[config.mk]
export PLATFORM = sky130hd
export DESIGN_NAME = io_port_select
export DESIGN_NICKNAME = d
export VERILOG_FILES = /design/src/rtl/io_port_select_pkg.sv /design/src/rtl/io_port_select_rst_sync.sv /design/src/rtl/io_port_select_io_match.sv /design/src/rtl/io_port_select_sel_gen.sv /design/src/rtl/io_port_select_mem_window.sv /design/src/rtl/io_port_select.sv
export SDC_FILE = /design/constraint.sdc
export NUM_CORES = 1
export LEC_CHECK = 0
export ABC_AREA = 0
export BUFFER_PORTS_ARGS = -buffer_cell sky130_fd_sc_hd__buf_2
export CAP_MARGIN = 20
export CORE_AREA = 2 2 39 41
export CTS_BUF_LIST = sky130_fd_sc_hd__clkbuf_4 sky130_fd_sc_hd__clkbuf_8
export DETAILED_ROUTE_END_ITERATION = 16
export DIE_AREA = 0 0 41 43
export HOLD_SLACK_MARGIN = 0.05
export PLACE_DENSITY = 0.81
export SYNTH_ARGS = -nofsm -noshare
export SYNTH_HDL_FRONTEND = slang
export SYNTH_HIERARCHICAL = 1
export SYNTH_SLANG_ARGS = --single-unit
[constraint.sdc]
create_clock -name clk -period 1.35 [get_ports clk]
set_input_delay 0.135 -clock clk [delete_from_list [all_inputs] [get_ports clk]]
set_output_delay 0.135 -clock clk [all_outputs]
set_load 0.005 [all_outputs]
[src/rtl/io_port_select_pkg.sv]
package io_port_select_pkg;
  // Mask of port-address bits that must equal the base for an absolute match:
  // everything except the index field and the register-select field.
  function automatic logic [31:0] fixed_mask(input int port_w, input int idx_lsb,
                                             input int idx_w, input int rs_w);
    logic [31:0] m;
    m = '0;
    for (int b = 0; b < port_w; b++) begin
      if (b >= rs_w && !(b >= idx_lsb && b < idx_lsb + idx_w)) m[b] = 1'b1;
    end
    return m;
  endfunction
endpackage

[src/rtl/io_port_select_rst_sync.sv]
module io_port_select_rst_sync (
  input  logic clk,
  input  logic rst_n,
  output logic srst_n
);
  logic meta_q;
  always_ff @(posedge clk or negedge rst_n) begin
    if (!rst_n) begin
      meta_q <= 1'b0;
      srst_n <= 1'b0;
    end else begin
      meta_q <= 1'b1;
      srst_n <= meta_q;
    end
  end
endmodule

[src/rtl/io_port_select_io_match.sv]
module io_port_select_io_match #(
  parameter int          PORT_W  = 16,
  parameter int          IDX_LSB = 3,
  parameter int          IDX_W   = 3,
  parameter int          RS_W    = 2,
  parameter logic [15:0] BASE    = 16'hFF00,
  parameter logic        BHE_ACT = 1'b0
) (
  input  logic [PORT_W-1:0] port_addr,
  input  logic              bhe_n,
  output logic              match,
  output logic [IDX_W-1:0]  idx
);
  import io_port_select_pkg::*;
  localparam logic [PORT_W-1:0] MASK = PORT_W'(fixed_mask(PORT_W, IDX_LSB, IDX_W, RS_W));
  localparam logic [PORT_W-1:0] REF  = PORT_W'(BASE) & MASK;

  always_comb begin
    match = ((port_addr & MASK) == REF) && (bhe_n == BHE_ACT);
    idx   = port_addr[IDX_LSB +: IDX_W];
  end
endmodule

[src/rtl/io_port_select_sel_gen.sv]
module io_port_select_sel_gen #(
  parameter int                NUM_SEL = 8,
  parameter int                IDX_W   = 3,
  parameter logic [NUM_SEL-1:0] PRESENT = 8'h3F
) (
  input  logic               en,
  input  logic [IDX_W-1:0]   idx,
  output logic [NUM_SEL-1:0] hit,
  output logic               any_hit
);
  for (genvar i = 0; i < NUM_SEL; i++) begin : g_sel
    if (PRESENT[i]) begin : g_live
      assign hit[i] = en && (idx == IDX_W'(i));
    end else begin : g_rsvd
      assign hit[i] = 1'b0;
    end
  end
  assign any_hit = |hit;
endmodule

[src/rtl/io_port_select_mem_window.sv]
module io_port_select_mem_window #(
  parameter int                ADDR_W   = 20,
  parameter logic [ADDR_W-1:0] RAM_TOP  = 20'h0FFFF,
  parameter logic [ADDR_W-1:0] ROM_BASE = 20'hF8000
) (
  input  logic [ADDR_W-1:0] addr,
  output logic              local_hit
);
  always_comb local_hit = (addr <= RAM_TOP) || (addr >= ROM_BASE);
endmodule

[src/rtl/io_port_select.sv]
module io_port_select #(
  parameter int                 ADDR_W      = 20,
  parameter int                 PORT_W      = 16,
  parameter int                 NUM_SEL     = 8,
  parameter int                 IDX_LSB     = 3,
  parameter int                 RS_W        = 2,
  parameter logic [15:0]        PORT_BASE   = 16'hFF00,
  parameter logic               BHE_ACT     = 1'b0,
  parameter logic [NUM_SEL-1:0] SEL_PRESENT = 8'h3F,
  parameter logic [ADDR_W-1:0]  RAM_TOP     = 20'h0FFFF,
  parameter logic [ADDR_W-1:0]  ROM_BASE    = 20'hF8000
) (
  input  logic               clk,
  input  logic               rst_n,
  input  logic [ADDR_W-1:0]  bus_addr,
  input  logic               bhe_n,
  input  logic               mem_io,
  input  logic               cyc_stb,
  output logic [NUM_SEL-1:0] sel_n,
  output logic [RS_W-1:0]    reg_sel,
  output logic               offboard_n
);
  localparam int IDX_W = $clog2(NUM_SEL);

  logic               srst_n;
  logic               io_match, mem_hit, any_hit, io_cyc;
  logic [IDX_W-1:0]   idx;
  logic [NUM_SEL-1:0] hit;
  logic [NUM_SEL-1:0] sel_d;
  logic [RS_W-1:0]    rs_d;
  logic               off_d;
  logic               rs_en;

  io_port_select_rst_sync u_rst (.clk(clk), .rst_n(rst_n), .srst_n(srst_n));

  io_port_select_io_match #(
    .PORT_W(PORT_W), .IDX_LSB(IDX_LSB), .IDX_W(IDX_W), .RS_W(RS_W),
    .BASE(PORT_BASE), .BHE_ACT(BHE_ACT)
  ) u_match (
    .port_addr(bus_addr[PORT_W-1:0]), .bhe_n(bhe_n), .match(io_match), .idx(idx)
  );

  io_port_select_sel_gen #(
    .NUM_SEL(NUM_SEL), .IDX_W(IDX_W), .PRESENT(SEL_PRESENT)
  ) u_sel (
    .en(io_cyc && io_match), .idx(idx), .hit(hit), .any_hit(any_hit)
  );

  io_port_select_mem_window #(
    .ADDR_W(ADDR_W), .RAM_TOP(RAM_TOP), .ROM_BASE(ROM_BASE)
  ) u_mem (
    .addr(bus_addr), .local_hit(mem_hit)
  );

  // Next-state logic
  always_comb begin
    io_cyc = cyc_stb && !mem_io;
    sel_d  = ~hit;
    off_d  = !(cyc_stb && (mem_io ? !mem_hit : !any_hit));
    rs_en  = cyc_stb;
    rs_d   = bus_addr[RS_W-1:0];
  end

  // Registers
  always_ff @(posedge clk or negedge srst_n) begin
    if (!srst_n) begin
      sel_n      <= '1;
      offboard_n <= 1'b1;
    end else begin
      sel_n      <= sel_d;
      offboard_n <= off_d;
    end
  end

  always_ff @(posedge clk or negedge srst_n) begin
    if (!srst_n) begin
      reg_sel <= '0;
    end else if (rs_en) begin
      reg_sel <= rs_d;
    end
  end
endmodule

==> flow_metrics.py <==
metrics = {
    "outcome": {
        "status": "finished, final reports clean",
    },
    "drt": {
        "firstDrtPassIters": 2,
        "avgViaCountPerCell": 4.50,
        "drc_errors": 0,
        "wl_per_cell_microns": 8.95,
        "drtIter0Drc": 1,
        "wl_microns": 922,
        "drtAntennaViolNets": 0,
        "dr_total_vias": 463,
    },
    "floorplanning": {
        "die_w_microns": 41,
        "io_pins": 36,
        "rows": 14,
        "dieArea_sq_um": 1760,
        "start_util_pct": 43.1,
        "coreArea_sq_um": 1380,
        "die_h_microns": 43,
    },
    "placement": {
        "hpwl_microns": 786,
        "port_buffers": 35,
        "postPlaceCellArea_sq_um": 766,
        "gp_congestion": 0.652,
        "placedCellCount": 97,
    },
    "power": {
        "power_density_nw_per_um2": 885,
        "vdd_drop_max_v": 0.000299,
        "leakagePower_uw": 0.000367,
    },
    "final_layout": {
        "finalNetCount": 113,
        "utilization_pct": 58.8,
        "design_area_sq_um": 813,
        "final_layout_size_suffix_gt1_share_pct": 65.5,
        "layout_common_cells": "35 x buf_2, 9 x dfstp_2, 8 x inv_1, 4 x dfrtp_1",
        "syn2layout_area_growth_pct": 36.3,
        "final_common_cell": "buf_2",
        "antenna_cells": 0,
        "layout.cells.non_filler": 103,
    },
    "clock_tree": {
        "clk-insertion-delay-late_ns": 0.27,
        "clockRootBuffer": "clkbuf_4",
        "clock-sinks": 13,
        "clockBufferDepth": 2,
        "htreeDepth": 1,
        "cts.clk_slew.worst_paths_ns": 0.08,
        "cts_buffers": 3,
        "tritoncts": "done",
        "postCtsSetupRepairBufs": 0,
    },
    "timing": {
        "fmax_mhz": 884,
        "drv_slew": 0,
        "rsz0062_at_grt": "no",
        "setup-violations-final": 0,
        "period_needed_ns": 1.13,
        "hold_viol": 0,
        "finClkSkew_ns": 0.00582,
        "tns_ns": 0,
        "fin_crit_sh_pct": 83.8,
        "whs_ns": 0.0932,
    },
    "synth": {
        "yosys.cell_types.count": 20,
        "avgSynthCellArea_sq_um": 12.2,
        "synth.cell_area_sq_um": 597,
        "netlist_instances": 49,
        "ys_seq_elements": 13,
        "ys_seq_area_share_pct": 56.4,
        "yosys_warnings": 6,
    },
    "run": {
        "maxCapViolations": 0,
    },
    "global_routing": {
        "grt_usage_pct": 12.4,
        "grt_pass1_wl_microns": 1500,
        "antenna_found_initial": 0,
        "grt_pass1_vias": 411,
        "grt_max_degree": 12,
        "overflow": 0,
    },
    "critical_path": {
        "worstPathArrival_ns": 1.34,
        "end_kind": "register",
        "crit_type": "in -> reg",
        "start_kind": "input port",
        "worstPathMaxFanout": 6,
        "required_ns": 1.55,
    },
    "hold_path": {
        "hold_path_class": "in -> reg",
    },
}
==> critical path, cell delays in order <==
cell and delay (ns):
dlygate4sd3_1 0.52, buf_2 0.14, nand2_1 0.05, nor2_1 0.10, buf_4 0.14, and4bb_2 0.22
inv_1 0.04
==> path summary, 6_finish.rpt <==
path / from / end / slack (ns) / depth (start not counted)
worst max-delay path: cyc_stb / sel_n[4] / 0.22 / 7
worst min-delay path: bus_addr[1] / reg_sel[1] / 0.09 / 2
min in group asynchronous: rst_n / u_rst/meta_q / 0.17 / 2
max in group asynchronous: u_rst/srst_n / sel_n[1] / 0.85 / 0
worst max register to register: reg_sel[0] / reg_sel[0] / 0.61 / 1
worst min register to register: u_rst/srst_n / reg_sel[1] / 0.17 / 0
==> cell families (layout without fill, tap and decap cells) <==
kind of cell	after synthesis	after routing	share of synthesized area [%]
AOI/OAI and AO/OA	2	2	2.10
muxes	3	3	5.45
DFF	13	13	56.4
and+or+nand+nor	16	16	23.5
other	2	3	1.26
buffers and inverters	13	50	11.3
==> metrics by stage <==
step / total power (uW) / worst slack, ns
final: 720 / 0.219
after global routing: 763 / 0.102
after CTS: 735 / 0.216
after detailed placement: 499 / 0.106
after global placement: 496 / 0.121
after floorplan: 458 / 0.239
==> cell usage after synthesis <==
master / n / area share, %
or4_1: 1 / 1.3
a21boi_0: 1 / 1.3
inv_1: 8 / 5.0
nor2_1: 1 / 0.63
nand2_1: 3 / 1.9
nand3_1: 1 / 0.84
nor3_2: 1 / 1.7
dfstp_2: 9 / 40
conb_1: 2 / 1.3
nor4b_2: 1 / 2.5
buf_4: 5 / 6.3
and4b_2: 1 / 1.9
mux2i_1: 1 / 1.7
o21ai_0: 1 / 0.84
mux2_2: 2 / 3.8
and4bb_2: 3 / 6.3
and4b_1: 1 / 1.7
dfrtp_1: 4 / 17
nand4bb_1: 2 / 3.8
nand4_1: 1 / 1.0
==> registers in the layout, summed over array words and instances (netlist names) <==
signal and count:
offboard_n 1, reg_sel 2, sel_n 8, u_rst/meta_q 1
u_rst/srst_n 1
==> final cells by class <==
type / count / area, sq um
clock buffer: 3 / 22.5
clock inverter: 1 / 5.00
fill: 122 / 571
inverter: 8 / 30.0
multi-input combinational: 24 / 196
sequential: 13 / 337
tap: 16 / 20.0
timing repair buffer: 38 / 203
==> routing by layer <==
layer | vias up | track usage (%) | wire [microns]
met5 | - | 0 | 0
met4 | 0 | 8.00 | 14
met3 | 2 | 1.57 | 109
met2 | 29 | 20.0 | 446
met1 | 199 | 14.5 | 350
li1 | 233 | - | -
==> repair_timing <==
item	CTS	global route
hold endpoints to repair	3	0
hold buffers	2	0
gates resized for setup	0	0
==> power breakdown <==
| group | switching [uW] | internal (uW) |
|---|---|---|
| Combinational | 29.7 | 48.7 |
| Clock | 114 | 110 |
| Sequential | 9.67 | 408 |
| Total | 153 | 566 |
Power figures use the tool's default switching activity.
